### config.mk
export PLATFORM = sky130hd
export DESIGN_NAME = quad_pos_counter
export DESIGN_NICKNAME = d
export VERILOG_FILES = /design/src/rtl/qpc_pkg.sv /design/src/rtl/qpc_cond.sv /design/src/rtl/qpc_quad_step.sv /design/src/rtl/quad_pos_counter.sv
export SDC_FILE = /design/constraint.sdc
export NUM_CORES = 1
export LEC_CHECK = 0
export BUFFER_PORTS_ARGS = -buffer_cell sky130_fd_sc_hd__clkbuf_2
export CAP_MARGIN = 10
export CORE_ASPECT_RATIO = 0.9
export CORE_MARGIN = 5
export CORE_UTILIZATION = 30
export CTS_CLUSTER_SIZE = 28
export DETAILED_ROUTE_END_ITERATION = 16
export PLACE_DENSITY = 0.45
export SLEW_MARGIN = 40
export SYNTH_ARGS = -nofsm -noshare
export SYNTH_HDL_FRONTEND = slang
export SYNTH_SLANG_ARGS = --single-unit
### constraint.sdc
create_clock -name clk -period 6.5 [get_ports clk]
set_clock_uncertainty 0.1 [all_clocks]
set_input_delay 0.65 -clock clk [delete_from_list [all_inputs] [get_ports clk]]
set_output_delay 0.65 -clock clk [all_outputs]
set_load 0.03 [all_outputs]
### src/rtl/qpc_pkg.sv
// Shared definitions for the quadrature position counter.
// Assumes a two-bit register address and a fixed status bit layout.
package qpc_pkg;
    typedef enum logic [1:0] {
        REG_POS = 2'd0,
        REG_CAP = 2'd1,
        REG_CMP = 2'd2,
        REG_CTL = 2'd3
    } reg_sel_e;

    localparam int CTL_CAP_FALL = 0;
    localparam int CTL_ERR      = 1;
    localparam int CTL_HIT      = 2;
    localparam int CTL_CAPVAL   = 3;

    // Majority vote of three samples.
    function automatic logic maj3(input logic [2:0] s);
        return (s[0] & s[1]) | (s[0] & s[2]) | (s[1] & s[2]);
    endfunction

    // Gray phase pair {a,b} to a position modulo 4.
    function automatic logic [1:0] gray_pos(input logic [1:0] ab);
        case (ab)
            2'b00:   return 2'd0;
            2'b01:   return 2'd1;
            2'b11:   return 2'd2;
            default: return 2'd3;
        endcase
    endfunction
endpackage

### src/rtl/qpc_cond.sv
// Input conditioner: a synchroniser chain, then a three-sample majority filter.
// Assumes raw inputs are asynchronous. Latency is SYNC_STAGES + 3 clocks to a
// settled output; single-sample pulses are removed.
module qpc_cond #(
    parameter int N           = 3,
    parameter int SYNC_STAGES = 2
) (
    input  logic         clk,
    input  logic         rst_n,
    input  logic [N-1:0] raw,
    output logic [N-1:0] clean
);
    import qpc_pkg::*;

    for (genvar g = 0; g < N; g++) begin : g_ch
        logic [SYNC_STAGES-1:0] sy;
        logic [2:0]             hist;

        // Synchronise, shift the sample history and register the vote.
        always_ff @(posedge clk) begin
            if (!rst_n) begin
                sy       <= '0;
                hist     <= '0;
                clean[g] <= 1'b0;
            end else begin
                sy       <= {sy[SYNC_STAGES-2:0], raw[g]};
                hist     <= {hist[1:0], sy[SYNC_STAGES-1]};
                clean[g] <= maj3(hist);
            end
        end
    end
endmodule

### src/rtl/qpc_quad_step.sv
// 4x quadrature step decoder. It compares the filtered phase pair with the pair
// seen on the previous cycle. Assumes a and b are already clean and synchronous.
module qpc_quad_step (
    input  logic clk,
    input  logic rst_n,
    input  logic a,
    input  logic b,
    output logic step_up,
    output logic step_dn,
    output logic illegal
);
    import qpc_pkg::*;

    logic [1:0] prev_q;
    logic [1:0] delta;

    // Remember the last phase pair.
    always_ff @(posedge clk) begin
        if (!rst_n) prev_q <= 2'b00;
        else        prev_q <= {a, b};
    end

    // Classify the position difference modulo 4.
    always_comb begin
        delta   = gray_pos({a, b}) - gray_pos(prev_q);
        step_up = (delta == 2'd1);
        step_dn = (delta == 2'd3);
        illegal = (delta == 2'd2);
    end
endmodule

### src/rtl/quad_pos_counter.sv
// Top of the quadrature position counter: count, preload, capture, compare and
// the register port. Assumes one clock domain. Reads are combinational, and a
// strobed read of the capture register clears capture-valid.
module quad_pos_counter #(
    parameter int CNT_W       = 32,
    parameter int SYNC_STAGES = 2
) (
    input  logic             clk,
    input  logic             rst_n,
    input  logic             enc_a,
    input  logic             enc_b,
    input  logic             cap_in,
    input  logic             bus_wr,
    input  logic             bus_rd,
    input  logic [1:0]       bus_addr,
    input  logic [CNT_W-1:0] bus_wdata,
    output logic [CNT_W-1:0] bus_rdata,
    output logic             cmp_evt
);
    import qpc_pkg::*;

    localparam int NIN = 3;

    logic [NIN-1:0]   raw, clean;
    logic             step_up, step_dn, illegal;
    logic [CNT_W-1:0] cnt_q, cnt_next, cap_q, cmp_q, cmp_next;
    logic             cap_fall_q, err_q, hit_q, cap_valid_q, cap_prev_q, cmp_pulse_q;
    logic             wr_pos, wr_cmp, wr_ctl, rd_cap, cap_fire, cnt_moves, arrive;

    assign raw = {cap_in, enc_b, enc_a};

    qpc_cond #(.N(NIN), .SYNC_STAGES(SYNC_STAGES)) u_cond (
        .clk   (clk),
        .rst_n (rst_n),
        .raw   (raw),
        .clean (clean)
    );

    qpc_quad_step u_step (
        .clk     (clk),
        .rst_n   (rst_n),
        .a       (clean[0]),
        .b       (clean[1]),
        .step_up (step_up),
        .step_dn (step_dn),
        .illegal (illegal)
    );

    // Decode the register strobes.
    always_comb begin
        wr_pos = bus_wr && (bus_addr == REG_POS);
        wr_cmp = bus_wr && (bus_addr == REG_CMP);
        wr_ctl = bus_wr && (bus_addr == REG_CTL);
        rd_cap = bus_rd && (bus_addr == REG_CAP);
    end

    // Next count: a preload takes priority over a step.
    always_comb begin
        if (wr_pos)       cnt_next = bus_wdata;
        else if (step_up) cnt_next = cnt_q + 1'b1;
        else if (step_dn) cnt_next = cnt_q - 1'b1;
        else              cnt_next = cnt_q;
        cmp_next  = wr_cmp ? bus_wdata : cmp_q;
        cnt_moves = (cnt_next != cnt_q);
        arrive    = cnt_moves && (cnt_next == cmp_next);
        cap_fire  = cap_fall_q ? (cap_prev_q && !clean[2]) : (!cap_prev_q && clean[2]);
    end

    // Count, compare value and compare event.
    always_ff @(posedge clk) begin
        if (!rst_n) begin
            cnt_q       <= '0;
            cmp_q       <= '0;
            cmp_pulse_q <= 1'b0;
        end else begin
            cnt_q       <= cnt_next;
            cmp_q       <= cmp_next;
            cmp_pulse_q <= arrive;
        end
    end

    // Capture register and its valid flag; a new capture wins over a clearing read.
    always_ff @(posedge clk) begin
        if (!rst_n) begin
            cap_q       <= '0;
            cap_valid_q <= 1'b0;
            cap_prev_q  <= 1'b0;
        end else begin
            cap_prev_q <= clean[2];
            if (cap_fire) begin
                cap_q       <= cnt_q;
                cap_valid_q <= 1'b1;
            end else if (rd_cap) begin
                cap_valid_q <= 1'b0;
            end
        end
    end

    // Control bit and sticky flags; setting wins over a clear in the same cycle.
    always_ff @(posedge clk) begin
        if (!rst_n) begin
            cap_fall_q <= 1'b0;
            err_q      <= 1'b0;
            hit_q      <= 1'b0;
        end else begin
            if (wr_ctl) cap_fall_q <= bus_wdata[CTL_CAP_FALL];
            if (illegal)                             err_q <= 1'b1;
            else if (wr_ctl && bus_wdata[CTL_ERR])   err_q <= 1'b0;
            if (arrive)                              hit_q <= 1'b1;
            else if (wr_ctl && bus_wdata[CTL_HIT])   hit_q <= 1'b0;
        end
    end

    // Read multiplexer.
    always_comb begin
        bus_rdata = '0;
        case (bus_addr)
            REG_POS: bus_rdata = cnt_q;
            REG_CAP: bus_rdata = cap_q;
            REG_CMP: bus_rdata = cmp_q;
            default: begin
                bus_rdata[CTL_CAP_FALL] = cap_fall_q;
                bus_rdata[CTL_ERR]      = err_q;
                bus_rdata[CTL_HIT]      = hit_q;
                bus_rdata[CTL_CAPVAL]   = cap_valid_q;
            end
        endcase
    end

    assign cmp_evt = cmp_pulse_q;
endmodule

Word-level counts from Yosys, hierarchy flattened:

Index checks and enable logic that the tools add are counted.

* add/sub/neg operators: 3
* equality and inequality tests: 12
* muxes and demuxes: 15
* bitwise logic cells: 15
* reduce and logical (&&, ||, !) cells: 17

Operator list (count)
* $mux W32: 4
* $pmux W28 S3: 1
* $add A32 B1 Y32 const B: 1
* $eq A32 B32 Y1: 1
* $ne A32 B32 Y1: 1
* $sub A32 B1 Y32 const B: 1
* $eq A2 B2 Y1 const B: 6
* $pmux W2 S3: 2
* $pmux W4 S3: 1
* $and A1 B1 Y1: 9
* $logic_and A1 B1 Y1: 9
* $eq A2 B1 Y1 const B: 4
* $mux W1: 7
* $logic_not A2 Y1: 3
* $or A1 B1 Y1: 6
* $reduce_bool A2 Y1: 3
* $logic_not A1 Y1: 2
* $sub A2 B2 Y2: 1

* register bits: 122
* input bits: 41
* word-level logic and storage cells: 81

Depth between registers and ports, before layout:

* depth in word-level cells: 10
* gate-level depth with buffers: 16

By module:

From an unflattened synthesis, not the netlist that was laid out.

* cells, all modules: 1219
* area total of the unflattened synthesis: 8927.3 µm²

Modules (own cells, without submodules)
* quad_pos_counter: times used 1, cells each 1157, area an instance 8234.1 µm²
* qpc_cond: times used 1, cells each 44, area an instance 518.0 µm²
* qpc_quad_step: times used 1, cells each 18, area an instance 175.2 µm²

Worst setup path after synthesis:

No wires, ideal clock.

* path kind: reg-to-reg
* from: register u_cond.clean[1]
* to: register hit_q
* arrival: 4096 ps
* path slack: 2234 ps
* cell stages (with the launch flop): 15
* buffers on the path: 2
* clock period less this slack: 4266 ps
* cells stage by stage: dfxtp_1 -> inv_1 -> ha_1 -> ha_1 -> buf_6 -> or4b_1 -> or4_1 -> buf_2 -> o41ai_4 -> xor2_1 -> o22a_1 -> nand4_1 -> or4_1 -> or4_1 -> o21ai_1

* cells in the longest elaborated chain, start to end: 10
* elaborated cells between the ends (all ways): 15
* classes of those cells: 1 x add/sub; 6 x eq/ne; 5 x mux; 3 x reduce/logical

RTL lines
* start, declared: line qpc_cond.sv:11 `output logic [N-1:0] clean`
* start signal, assigned by index: line qpc_cond.sv:28 `clean[g] <= maj3(hist);`
* $eq A2 B2 Y1, or another cell as far along: line qpc_pkg.sv:23 `case (ab)`
* $pmux W2 S3 (*): line qpc_pkg.sv:23
* $sub A2 B2 Y2 (*): line qpc_quad_step.sv:25 `delta = gray_pos({a, b}) - gray_pos(prev_q);`
* $eq A2 B2 Y1: line qpc_quad_step.sv:27 `step_dn = (delta == 2'd3);`
* $mux W32: line quad_pos_counter.sv:61 `else if (step_dn) cnt_next = cnt_q - 1'b1;`
* $mux W32 (*): line quad_pos_counter.sv:60 `else if (step_up) cnt_next = cnt_q + 1'b1;`
* $mux W32 (*): line quad_pos_counter.sv:59 `if (wr_pos) cnt_next = bus_wdata;`
* $ne A32 B32 Y1 / $eq A32 B32 Y1 (equally long branches): line quad_pos_counter.sv:64, quad_pos_counter.sv:65
* $logic_and A1 B1 Y1 (*): line quad_pos_counter.sv:65 `arrive = cnt_moves && (cnt_next == cmp_next);`
* $mux W1 / $reduce_bool A2 Y1 (equally long branches)
* end signal, assigned: line quad_pos_counter.sv:104 `hit_q <= 1'b0;`
* end signal, assigned: line quad_pos_counter.sv:109 `if (arrive) hit_q <= 1'b1;`
* end signal, assigned: line quad_pos_counter.sv:110 `else if (wr_ctl && bus_wdata[CTL_HIT]) hit_q <= 1'b0;`
* end, declared: line quad_pos_counter.sv:27 `logic cap_fall_q, err_q, hit_q, cap_valid_q, cap_prev_q, cmp_pulse_q;`

Every way passes the cells marked *; elsewhere a longest branch is shown, timed or not.
A chain may end at the register's enable or synchronous reset.

Worst setup path in the final report:

Ends and elaborated chain as after synthesis.

==> impl_results.md <==
* Place WS at 1.79 ns
* Hold WS at 0.332 ns
* HPWL Detailed at 24.7 mm
* Final Worst Setup Slack at 1.66 ns
* Setup violators final at 0
* Synth Register Bits at 122
* Fin. max-slew vios at 0
* Post-synth ARST share at 0%
* Unrepaired setup endpoints after global routing: false
* Num rows at 58
* Worst path cell trace: inv_1 -> ha_1 -> ha_1 -> xnor3_1 -> nand2_1 -> o32ai_1 -> nor4b_1 -> a41oi_1 -> nand4_1 -> or4_1 -> or4_1 -> o21ai_1
* Critical R2R Launch: u_cond.clean[1]
* Via density at 5.59
* Synthesized netlist cell count at 1100
* ANT cells at 0
* Slew margin rel. at 45.4%
* Pwr Total at 2.07 mW
* Worst Tran Pin Value at 0.812 ns
* Achievable Freq at 207 MHz
* Crit start category: register
* IO Pins at 74
* Cts bufs inserted at 17
* CTS HTree Levels at 4
* Die ar. at 0.0317 mm²
* Power density cells at 216 mW/mm²
* Hold Path Origin: u_cond.g_ch[1].sy[1]
* Slowest-stage cell, CP: xnor3_1
* Post-route setup TNS at 0 ns
* Worst setup path start: u_cond.clean[1]
* P_leak at 3.56 nW
* Post-DP Area at 0.00902 mm²
* Post-route insts no fill at 1479
* Design area at 0.00962 mm²
* # hold bufs at CTS at 0
* Final period util at 74.5%
* First-pass GRT wire length at 51.0 mm
* WP data required at 6.77 ns
* Distinct cells, synth at 68
* GPL Wtd Cong at 0.991
* Area of the multi-input gates at 0.00558 mm²
* Worst Setup End Kind: register
* Syn nets at 1148
* Largest stage delay on the critical path at 0.92 ns
* Clk_lat worst skew at 0.43 ns
* CP Max Fanout at 16
* Total number of vias at 8274
* Mapped Avg Cell Area at 7.70 µm²
* Period minus WS final at 4.84 ns
* Part of the Yosys area used for sequential elements at 28.8%
* Wire per inst at 22.9 µm
* Root Buffer: clkbuf_16
* Mapped cell area at 0.00847 mm²
* Top_reg_cell synth: dfxtp_1
* Number of global-route vias before repair at 7710
* Port bufs at 73
* Nets at 1154
* # fillers at 3025
* WS Path Type: register to register
* Die W at 187 µm
* Initial antenna violation count at 1
* YS warnings at 0
* TritonCTS clock tree: built
* CP arrival at 5.11 ns
* Fin. Hold Viols at 0
* Core area at 0.0279 mm²
* Area grow syn2layout at 13.6%
* Post-CTS resize count at 0
* Routed WL at 33.9 mm
* Clock sinks at 122
* Max_cap viols at 0
* Die Height at 169 µm
* Post-route ant nets at 0
* Post-CTS Setup Repair Bufs at 0
* Placed cell count at 1447
* Seq. cell area at 0.00244 mm²
* Peak supply drop at 0.000127 V
* Starting Density at 30.4%
* GRT Overall Usage at 20.9%
* Status: completed
* Drt first pass iters at 5
* Drt first-iter violations at 802
* Core Util, Final at 34.5%
* DRC at 0
* Largest net degree at the start of global routing at 93
* Share of cells above drive strength 1 at 12.8%
* EDFF count, synth at 0
* Max Root-Sink Buffers at 2
* Aggregate global routing overflow at 0
* Tightest Hold Check Type: register to register
* Clock edge transition at the registers on the reported setup and hold paths at 0.06 ns
==> state kept, by name, summed over array words and instances, names as in the netlist, 2 cells and up <==
name,flops
cmp_q,32
u_cond.g_ch.hist,9
u_step.prev_q,2
u_cond.clean,3
u_cond.g_ch.sy,6
cnt_q,32
cap_q,32
==> cells in the mapped netlist, types with 13 or more instances <==
cell / count / area, µm²
xor2_1: 37 / 324
and2_1: 37 / 231
dfxtp_1: 122 / 2440
inv_1: 17 / 63.8
a21boi_0: 68 / 510
nor3_1: 16 / 80.1
a21oi_1: 21 / 105
nand2_1: 218 / 818
mux2i_1: 44 / 440
clkbuf_1: 84 / 315
o32ai_1: 13 / 114
xnor2_1: 60 / 526
nand3_1: 27 / 135
nor2_1: 35 / 131
nor2b_1: 18 / 113
nor4_1: 21 / 131
nand4_1: 33 / 206
o21ai_0: 65 / 325
==> cell type report <==
type / instances / share of cell area [%]
clock inverters: 14 / 1.68
inverters: 17 / 0.663
clock buffers: 18 / 4.46
well taps: 360 / 4.68
multi-input cells: 859 / 58.0
flip-flops and latches: 122 / 25.4
repair buffers: 89 / 5.11
==> metal layers <==
layer | vias to the layer above | routed length [µm] | share of wire, % | track usage, %
met3 | 44 | 2180 | 6.4 | 2.98
met4 | 0 | 725 | 2.1 | 5.72
li1 | 3902 | - | - | -
met5 | - | 0 | 0 | 0
met1 | 3979 | 16700 | 49 | 31.8
met2 | 349 | 14300 | 42 | 30.8
==> where the power goes <==
group	total (mW)	internal [mW]	switching, mW
Combinational	0.282	0.109	0.174
Sequential	0.808	0.765	0.0435
Clock	0.983	0.574	0.409
==> final timing paths <==
kind	endpoint	slack, ns	cells past startpoint
worst min-delay path	u_cond.g_ch[1].hist[0]	0.33	1
worst max register to register	hit_q	1.66	12
worst max-delay path	hit_q	1.66	12
worst min register to register	u_cond.g_ch[1].hist[0]	0.33	1
==> worst max-delay path: cells and delay by family, from the launching register on <==
family                     cells  cell delay, ns
DFF                            1            0.34
buffers and inverters          1            0.05
AOI/OAI and AO/OA              3            1.13
and+or+nand+nor                5            1.69
xor gates and xnor gates       1            0.92
adders and majority gates      2            0.55
==> cells in the final DEF (no fill, tap or decap), drive strengths merged, types with 5 or more instances in the layout <==
master and count:
a211oi 5, a21boi 68, a21oi 21, a221oi 5, a22oi 5, a31oi 5
a41oi 5, and2 37, and3 5, buf 18, clkbuf 89, clkinv 5
dfxtp 122, ha 7, inv 22, mux2i 44, nand2 218, nand3 27
nand4 33, nor2 35, nor2b 18, nor3 16, nor4 21, o21ai 67
o22ai 10, o32ai 13, or3 10, or4 11, xnor2 60, xnor3 6
xor2 37
==> cell families after synthesis <==
family	Yosys count	synth area share [%]
AO/OA/AOI/OAI	241	19.7
XOR/XNOR	104	11.9
adder cells (fa/ha/maj)	7	1.03
buffers and inverters	119	5.56
flip-flops	122	28.8
multiplexers	50	6.53
AND/OR/NAND/NOR	457	26.4
Note: power is estimated with default switching activity, not from simulation.
